--- src/rtl/xbp_pkg.sv ---
package xbp_pkg;
  // Where the lookup register came from
  typedef enum logic [1:0] {
    SRC_NONE  = 2'd0,
    SRC_INDEX = 2'd1,
    SRC_BASE  = 2'd2
  } xbp_src_e;

  // Map a big-endian (bit 0 = MSB) bit position to LSB-0 numbering.
  function automatic int unsigned be_to_lsb(input int unsigned be_pos,
                                            input int unsigned width);
    return width - 1 - be_pos;
  endfunction

  // LSB-0 position of the least significant bit of a big-endian field.
  function automatic int unsigned field_lsb(input int unsigned be_first,
                                            input int unsigned len,
                                            input int unsigned width);
    return be_to_lsb(be_first + len - 1, width);
  endfunction
endpackage

--- src/rtl/xbp_index_select.sv ---
module xbp_index_select
  import xbp_pkg::*;
#(
  parameter int unsigned REG_W       = 32,
  parameter int unsigned IDX_W       = 8,
  parameter int unsigned FIELD_BE_LO = 12
) (
  input  logic             base_valid,
  input  logic [REG_W-1:0] base_value,
  input  logic             index_valid,
  input  logic [REG_W-1:0] index_value,
  output logic [IDX_W-1:0] look_idx
);
  localparam int unsigned FLSB = field_lsb(FIELD_BE_LO, IDX_W, REG_W);

  xbp_src_e src;
  logic     unused_reg_bits;

  // Base wins, then index, then entry 0
  always_comb begin
    if (base_valid)       src = SRC_BASE;
    else if (index_valid) src = SRC_INDEX;
    else                  src = SRC_NONE;
  end

  always_comb begin
    case (src)
      SRC_BASE:  look_idx = base_value[FLSB +: IDX_W];
      SRC_INDEX: look_idx = index_value[FLSB +: IDX_W];
      default:   look_idx = '0;
    endcase
  end

  assign unused_reg_bits = ^{base_value, index_value};
endmodule

--- src/rtl/xbp_history_table.sv ---
module xbp_history_table #(
  parameter int unsigned ENTRIES = 256,
  parameter int unsigned PRED_W  = 2,
  localparam int unsigned IDX_W  = $clog2(ENTRIES)
) (
  input  logic              clk,
  input  logic              rst_n,
  input  logic [IDX_W-1:0]  rd_idx,
  output logic [PRED_W-1:0] rd_bits,
  input  logic              wr_en,
  input  logic [IDX_W-1:0]  wr_idx,
  input  logic [PRED_W-1:0] wr_bits
);
  logic [PRED_W-1:0] slot [ENTRIES];
  logic              fwd_hit;

  for (genvar e = 0; e < ENTRIES; e++) begin : g_slot
    localparam logic [IDX_W-1:0] SLOT_ID = IDX_W'(e);
    always_ff @(posedge clk or negedge rst_n) begin
      if (!rst_n)                           slot[e] <= '0;
      else if (wr_en && (wr_idx == SLOT_ID)) slot[e] <= wr_bits;
    end
  end

  // A write in flight wins over the stored value for the same entry
  assign fwd_hit = wr_en && (wr_idx == rd_idx);
  assign rd_bits = fwd_hit ? wr_bits : slot[rd_idx];
endmodule

--- src/rtl/xbp_verify.sv ---
module xbp_verify #(
  parameter int unsigned IDX_W  = 8,
  parameter int unsigned PRED_W = 2
) (
  input  logic              clk,
  input  logic              rst_n,
  input  logic              req_valid,
  input  logic [IDX_W-1:0]  look_idx,
  input  logic [PRED_W-1:0] look_bits,
  input  logic              act_valid,
  input  logic [PRED_W-1:0] act_bits,
  output logic [PRED_W-1:0] pred_bits,
  output logic              stage_live,
  output logic              mispredict,
  output logic              upd_en,
  output logic [IDX_W-1:0]  upd_idx,
  output logic [PRED_W-1:0] upd_bits
);
  logic [IDX_W-1:0] stage_idx;

  // Capture at the start of the cache access cycle
  always_ff @(posedge clk or negedge rst_n) begin
    if (!rst_n) begin
      stage_live <= 1'b0;
      pred_bits  <= '0;
      stage_idx  <= '0;
    end else begin
      stage_live <= req_valid;
      if (req_valid) begin
        pred_bits <= look_bits;
        stage_idx <= look_idx;
      end
    end
  end

  assign mispredict = stage_live && act_valid && (act_bits != pred_bits);

  // Correction is committed one cycle after the mismatch
  always_ff @(posedge clk or negedge rst_n) begin
    if (!rst_n) begin
      upd_en   <= 1'b0;
      upd_idx  <= '0;
      upd_bits <= '0;
    end else begin
      upd_en <= mispredict;
      if (mispredict) begin
        upd_idx  <= stage_idx;
        upd_bits <= act_bits;
      end
    end
  end
endmodule

--- src/rtl/xlat_bit_predictor.sv ---
module xlat_bit_predictor #(
  parameter int unsigned REG_W       = 32,
  parameter int unsigned ENTRIES     = 256,
  parameter int unsigned PRED_W      = 2,
  parameter int unsigned FIELD_BE_LO = 12
) (
  input  logic              clk,
  input  logic              rst_n,
  input  logic              req_valid,
  input  logic              base_valid,
  input  logic [REG_W-1:0]  base_value,
  input  logic              index_valid,
  input  logic [REG_W-1:0]  index_value,
  input  logic              act_valid,
  input  logic [PRED_W-1:0] act_bits,
  output logic [PRED_W-1:0] pred_bits,
  output logic              hit_suppress,
  output logic              recycle
);
  localparam int unsigned IDX_W = $clog2(ENTRIES);

  // Named internal events, visible to the bound checker
  logic [IDX_W-1:0]  look_idx;
  logic [PRED_W-1:0] look_bits;
  logic              stage_live;
  logic              mispredict;
  logic              upd_en;
  logic [IDX_W-1:0]  upd_idx;
  logic [PRED_W-1:0] upd_bits;

  xbp_index_select #(
    .REG_W(REG_W), .IDX_W(IDX_W), .FIELD_BE_LO(FIELD_BE_LO)
  ) u_sel (
    .base_valid (base_valid),
    .base_value (base_value),
    .index_valid(index_valid),
    .index_value(index_value),
    .look_idx   (look_idx)
  );

  xbp_history_table #(
    .ENTRIES(ENTRIES), .PRED_W(PRED_W)
  ) u_tbl (
    .clk    (clk),
    .rst_n  (rst_n),
    .rd_idx (look_idx),
    .rd_bits(look_bits),
    .wr_en  (upd_en),
    .wr_idx (upd_idx),
    .wr_bits(upd_bits)
  );

  xbp_verify #(
    .IDX_W(IDX_W), .PRED_W(PRED_W)
  ) u_vfy (
    .clk       (clk),
    .rst_n     (rst_n),
    .req_valid (req_valid),
    .look_idx  (look_idx),
    .look_bits (look_bits),
    .act_valid (act_valid),
    .act_bits  (act_bits),
    .pred_bits (pred_bits),
    .stage_live(stage_live),
    .mispredict(mispredict),
    .upd_en    (upd_en),
    .upd_idx   (upd_idx),
    .upd_bits  (upd_bits)
  );

  assign hit_suppress = mispredict;
  assign recycle      = mispredict;
endmodule

--- config.mk ---
export PLATFORM = sky130hd
export DESIGN_NAME = xlat_bit_predictor
export DESIGN_NICKNAME = d
export VERILOG_FILES = /design/src/rtl/xbp_pkg.sv /design/src/rtl/xbp_index_select.sv /design/src/rtl/xbp_history_table.sv /design/src/rtl/xbp_verify.sv /design/src/rtl/xlat_bit_predictor.sv
export SDC_FILE = /design/constraint.sdc
export NUM_CORES = 1
export LEC_CHECK = 0
export BUFFER_PORTS_ARGS = -buffer_cell sky130_fd_sc_hd__clkbuf_2
export CAP_MARGIN = 5
export CORE_MARGIN = 5
export CORE_UTILIZATION = 44
export DETAILED_ROUTE_END_ITERATION = 12
export PLACE_DENSITY = 0.57
export SYNTH_ARGS = -nofsm -noshare
export SYNTH_HDL_FRONTEND = slang
export SYNTH_SLANG_ARGS = --single-unit
--- constraint.sdc ---
create_clock -name clk -period 2.3 [get_ports clk]
set_input_delay 0.115 -clock clk [delete_from_list [all_inputs] [get_ports clk]]
set_output_delay 0.115 -clock clk [all_outputs]
set_load 0.1 [all_outputs]
==> results of run 1 <==
## power by group
group          internal [mW]  switching (mW)  leakage, nW
sequential              10.5           0.866         7.38
clock                   5.68            3.92        0.980
combinational           2.27            3.29         6.60
total                   18.4            8.07         15.0
## per-layer routing
layer	vias up	GRT usage [%]	part of all wire, %
li1	8717	-	-
met1	10400	37.8	44
met2	700	41.3	46
met3	154	4.73	7.0
met4	0	7.86	2.8
met5	-	0	0
## layout by cell type (no fill, tap or decap), types with 4 or more instances in the layout
cell type,count
a211o_1,14
a31oi_1,13
o21a_1,4
o221ai_1,13
clkinv_2,12
and2_1,6
clkbuf_16,59
bufinv_16,4
nand2b_1,5
o2111ai_1,10
dlygate4sd3_1,5
o21ai_0,48
a221oi_1,18
and3_1,84
a211oi_1,98
nand2_1,237
nor2b_1,13
clkbuf_1,11
nor3_1,13
mux2_2,527
clkbuf_2,24
a311oi_1,21
mux4_2,4
xnor2_1,9
clkbuf_8,17
a32oi_1,7
o22ai_1,12
o21ai_1,6
buf_4,271
nand3_1,34
nor2_1,185
dfrtp_1,530
mux2i_1,85
a21oi_1,41
buf_12,37
o31ai_1,7
## final cells by class
cell class,count,share of cell area (%)
inverter,1,0.0119
multi-input combinational,1569,38.8
tap,773,3.07
clock inverter,19,0.700
antenna,1,0.00795
sequential,534,42.5
timing repair buffer,338,9.41
clock buffer,87,5.57
## worst paths after layout
check | slack [ps] | startpoint | end | cells after the start
worst max-delay path | 40 | base_valid | u_vfy.pred_bits[0] | 11
worst min-delay path | 60 | rst_n | u_tbl.slot[407] | 2
worst max register to register | 60 | u_tbl.slot[216] | u_vfy.pred_bits[0] | 7
worst min register to register | 500 | u_tbl.slot[283] | u_tbl.slot[283] | 1
max in group asynchronous | 1340 | rst_n | u_tbl.slot[0] | 3
min in group clk | 140 | index_value[16] | u_vfy.stage_idx[4] | 5
## worst max-delay path: cells and delay by family
kind	cells	cell delay, ps
buffers and inverters	3	490
AND/OR/NAND/NOR	3	1100
AO/OA/AOI/OAI	5	1070
## repair_timing
| item | CTS | global route |
|---|---|---|
| endpoints found under the setup margin | 0 | 2 |
| resized for setup | 0 | 3 |
| hold buffers | 5 | 0 |
| hold endpoints to repair | 390 | 0 |
## registers in the layout (all words and copies together), names as in the netlist
register,flops
u_tbl.slot,512
u_vfy.stage_idx,8
u_vfy.upd_idx,8
u_vfy.pred_bits,2
u_vfy.upd_bits,2
u_vfy.stage_live,1
u_vfy.upd_en,1
## cell families after synthesis
group           Yosys count  share of synthesized area, %
mux                     618                          26.3
buf+inv                 178                          3.23
flops                   534                          50.7
simple gates            610                          10.5
xor+xnor                 10                         0.333
compound gates          331                          8.89
==> flow_metrics.py, run 1 <==
metrics = {
    "detailed_routing": {
        "drt_iter0_drc": 1700,
        "drt_pass1_iterations": 5,
        "drc_errors": 0,
        "ant_nets": 0,
        "wl_per_cell_um": 25.5,
        "routed_wirelength_mm": 84.8,
        "via_per_inst": 6.00,
        "vias": 19900,
    },
    "setup_path": {
        "worstPathRequired_ps": 2830,
        "crit_path_start_kind": "primary input",
        "worstSetupEndpointType": "flip-flop",
        "max_stage_delay_ps": 610,
        "cp_cell_sequence": "clkbuf_2 > buf_4 > nand3b_1 > and2_2 > buf_4 > a32oi_1 > o2111ai_1 > o2111ai_1 > a21oi_1 > or4_1 > o21ai_1",
        "critical_path_class": "primary input to flip-flop",
        "slowest_stage": "or4_1",
        "arrival_ps": 2790,
        "cp_max_fo": 12,
    },
    "power_and_ir_drop": {
        "leakage_nw": 15.0,
        "vdd_drop_max_mv": 0.606,
        "power.total_mw": 26.5,
        "power_density_nw_per_um2": 841,
    },
    "logic_synthesis": {
        "synth-edff-count": 0,
        "synthCells": 2281,
        "yosysWarnings": 0,
        "yosysSeqAreaShare_pct": 50.7,
        "yosysMostFrequentCell": "dfrtp_1",
        "ys_ff_latch": 534,
        "synth.largest_area_cell": "dfrtp_1",
        "syn_avg_cell_area_um2": 11.5,
        "yosysUniqueCellTypes": 66,
        "syn_nets": 2353,
        "synthFlopType": "dfrtp_1",
        "synth_common_cells": "dfrtp_1 (534), mux2_2 (527), nand2_1 (238)",
        "yosys-top-cells-area": "dfrtp_1 (51%), mux2_2 (23%), nand2_1 (3.4%)",
        "yosysTopAreaCellShare_pct": 50.7,
        "synthArstFlopShare_pct": 100,
        "synth_area_um2": 26300,
    },
    "global_routing": {
        "grt_max_degree": 83,
        "antenna_found_initial": 0,
        "overflow": 0,
        "grt_pass1_wl_mm": 131,
        "grt_pass1_vias": 20900,
        "grt_use_total_pct": 26.3,
    },
    "hold_path": {
        "hp-class": "primary input to asynchronous set/reset pin",
    },
    "placement": {
        "dp.cells": 3210,
        "gp_congestion": 0.944,
        "dp_hpwl_mm": 58.7,
        "portBuffers": 27,
        "dp_slack_ps": -535,
        "place_area_um2": 29400,
    },
    "timing": {
        "rsz0062_at_grt": "false",
        "worst_pin_slew_ps": 760,
        "max_slew_margin_pct": 49.3,
        "fmax_ghz": 0.443,
        "clock_skew_ps": 31.8,
        "drv_slew": 0,
        "holdWs_ps": 62.9,
        "fin_crit_ps": 2260,
        "setup_tns_ps": 0,
        "setup_viol": 0,
        "fin_crit_sh_pct": 98.2,
        "hold_violations": 0,
        "setup_ws_ps": 42.2,
    },
    "floorplanning": {
        "num_io_pins": 76,
        "fp.dieH_um": 255,
        "die_area_um2": 64900,
        "die_w_um": 255,
        "start_util_pct": 44.5,
        "rows": 89,
        "coreArea_um2": 59100,
    },
    "final_layout": {
        "multiInputGateArea_um2": 12200,
        "layout.nets": 2574,
        "layout.area.seq_um2": 13400,
        "fillerInstances": 5049,
        "utilization_pct": 53.2,
        "stdcell_area_um2": 31500,
        "area_growth_pct": 19.5,
        "drive_gt1_share_pct": 38.9,
        "fin_cells": 3322,
    },
    "clocking": {
        "htreeDepth": 2,
        "cts.sinks": 534,
        "clkLatencyLatePin_ps": 630,
        "postCtsSetupRepairBufs": 0,
        "cts_tree": "yes",
        "clkTransAtPathRegs_ps": 60,
        "clockBufferDepth": 3,
        "cts_root_buf": "clkbuf_16",
        "cts_made_buffers": 58,
    },
    "flow_run": {
        "maxCapViolations": 0,
    },
    "outcome": {
        "outcome": "complete, no violations",
    },
}
(Power assumes the default switching activity.)
==> run 2, diff against run 1 <==
==> constraint.sdc (replaced) <==
create_clock -name clk -period 2.3 [get_ports clk]
set_input_delay 0.345 -clock clk [delete_from_list [all_inputs] [get_ports clk]]
set_output_delay 0.345 -clock clk [all_outputs]
set_load 0.1 [all_outputs]
==> run 2 against run 1 <==
Net effect: first-iteration DRC count shrank 4.4%; hold slack gained 90 ps; global-route usage shrank 0.70 points; total power grew 0.35%; worst setup slack lost 0.93 ps; critical path depth is the same; clock power grew 2.5%; sequential power is essentially flat; critical endpoint is now u_vfy.pred_bits[1]; highest routed layer unchanged.
==> flow_metrics.py, run 2 (synthesized netlist as in run 1, its figures left out) <==
metrics = {
    "setup_path": {
        "r2r-end": "u_vfy.pred_bits[1]",
        "cp_max_fo": 11,
        "crit_path_start_kind": "primary input",
        "reg2reg_slack_ps": 150,
        "worstSetupEndpointType": "flip-flop",
        "r2r_start": "u_vfy.upd_idx[6]",
        "arrival_ps": 2760,
        "crit_start": "base_valid",
        "worstPathRequired_ps": 2800,
        "endpoint": "u_vfy.pred_bits[1]",
        "critical_path_class": "primary input to flip-flop",
        "rr_worst_depth": 6,
    },
    "floorplanning": {
        "coreArea_um2": 59100,
        "num_io_pins": 76,
        "die_area_um2": 64900,
        "rows": 89,
        "start_util_pct": 44.5,
        "fp.dieH_um": 255,
        "die_w_um": 255,
    },
    "timing": {
        "drv_slew": 0,
        "clock_skew_ps": 23.5,
        "fmax_ghz": 0.443,
        "worst_pin_slew_ps": 728,
        "hold_violations": 0,
        "fin_crit_ps": 2260,
        "rsz0062_at_grt": "false",
        "setup_tns_ps": 0,
        "max_slew_margin_pct": 51.0,
        "fin_crit_sh_pct": 98.2,
        "setup_viol": 0,
    },
    "power_and_ir_drop": {
        "power.total_mw": 26.6,
        "leakage_nw": 14.9,
        "power_density_nw_per_um2": 844,
        "vdd_drop_max_mv": 0.676,
    },
    "clocking": {
        "clockBufferDepth": 3,
        "cts.sinks": 534,
        "cts_root_buf": "clkbuf_16",
        "clkTransAtPathRegs_ps": 60,
        "cts_tree": "yes",
        "htreeDepth": 2,
        "clkLatencyLatePin_ps": 630,
        "cts_made_buffers": 58,
    },
    "placement": {
        "portBuffers": 27,
        "gp_congestion": 0.892,
        "place_area_um2": 29400,
        "dp_hpwl_mm": 56.8,
    },
    "detailed_routing": {
        "drt_iter0_drc": 1626,
        "routed_wirelength_mm": 82.9,
        "drc_errors": 0,
        "drt_pass1_iterations": 5,
        "wl_per_cell_um": 25.2,
        "vias": 19600,
        "ant_nets": 0,
        "via_per_inst": 5.95,
    },
    "flow_run": {
        "maxCapViolations": 0,
    },
    "global_routing": {
        "antenna_found_initial": 1,
        "grt_max_degree": 124,
        "grt_pass1_vias": 20300,
        "overflow": 0,
        "grt_pass1_wl_mm": 128,
        "grt_use_total_pct": 25.6,
    },
    "final_layout": {
        "largest_reg_flops": 512,
        "final_cell_mix": "dfrtp_1 (530), mux2_2 (527), nand2_1 (237)",
        "final_common_cell": "dfrtp_1",
        "stdcell_area_um2": 31500,
        "largestRegisters": "u_tbl.slot (512), u_vfy.stage_idx (8), u_vfy.upd_idx (8)",
        "drive_gt1_share_pct": 38.4,
        "layout.nets": 2536,
        "utilization_pct": 53.2,
        "top_register": "u_tbl.slot",
        "diodes": 0,
        "area_growth_pct": 19.5,
    },
    "outcome": {
        "outcome": "complete, no violations",
    },
    "hold_path": {
        "hp-class": "primary input to flip-flop",
    },
}
run 2: changes by cell type in the layout (fill, tap and decap cells not counted), moves of 2 or more:
cell           before  now
o21ai_0            48   46
clkinvlp_4          1    4
clkbuf_8           17   19
a211oi_1           98   93
clkinv_2           12    6
a211oi_2            0    5
buf_4             271  220
dlygate4sd3_1       5    3
buf_12             37   51
clkbuf_1           11   14
o21ai_1             6    8
run 2: metrics by stage:
step / hold slack [ps] / setup slack (ps) / instances
floorplan: 49.4 / 1.61 / 2281
global placement: 249 / -650 / 3174
detailed placement: 251 / -669 / 3174
CTS: 165 / 8.43 / 3287
global route: 171 / 2.51 / 3287
finish: 153 / 41.2 / 3287
run 2: worst max-delay path, cell delays in order:
cell,delay [ps]
clkbuf_2,180
buf_4,200
buf_4,170
mux2i_1,230
buf_4,180
xor2_1,200
nand4_1,140
o31ai_1,620
nor3_2,140
or4b_4,270
o21ai_1,70
run 2: cell type report:
| type | count | area [um2] |
|---|---|---|
| Fill cell | 5064 | 27600 |
| Sequential cell | 534 | 13400 |
| Multi-Input combinational cell | 1569 | 12200 |
| Timing Repair Buffer | 300 | 2850 |
| Clock buffer | 92 | 1790 |
| Tap cell | 773 | 967 |
| Clock inverter | 18 | 251 |
| Inverter | 1 | 3.75 |
run 2: report_power, final:
part	total [mW]	internal [mW]	leakage, nW	switching [mW]
Clock	9.84	5.89	0.993	3.95
Sequential	11.3	10.5	7.38	0.813
Combinational	5.46	2.25	6.51	3.22
run 2: timing repair:
| item | in CTS | in global routing |
|---|---|---|
| setup buffers | 0 | 0 |
| endpoints found under the setup margin | 1 | 4 |
| hold endpoints to repair | 127 | 0 |
| hold buffers | 3 | 0 |
| gates resized for setup | 1 | 14 |
run 2: worst min path at each step:
| stage | startpoint | end | slack [ps] | depth (start not counted) |
|---|---|---|---|---|
| 6_report | act_valid | u_vfy.upd_en | 150 | 4 |
| 2_1_floorplan | rst_n | u_tbl.slot[0] | 50 | 0 |
| 5_1_grt | act_valid | u_vfy.upd_en | 170 | 4 |
| 3_3_place_gp | rst_n | u_tbl.slot[498] | 250 | 1 |
| 4_1_cts | req_valid | u_vfy.stage_live | 170 | 2 |
| 3_5_place_dp | rst_n | u_tbl.slot[499] | 250 | 1 |
run 2: per-layer routing:
layer | part of all wire, % | GRT usage (%)
met1 | 45 | 36.9
met2 | 46 | 40.4
met3 | 6.1 | 4.01
met4 | 3.4 | 8.09
met5 | 0 | 0
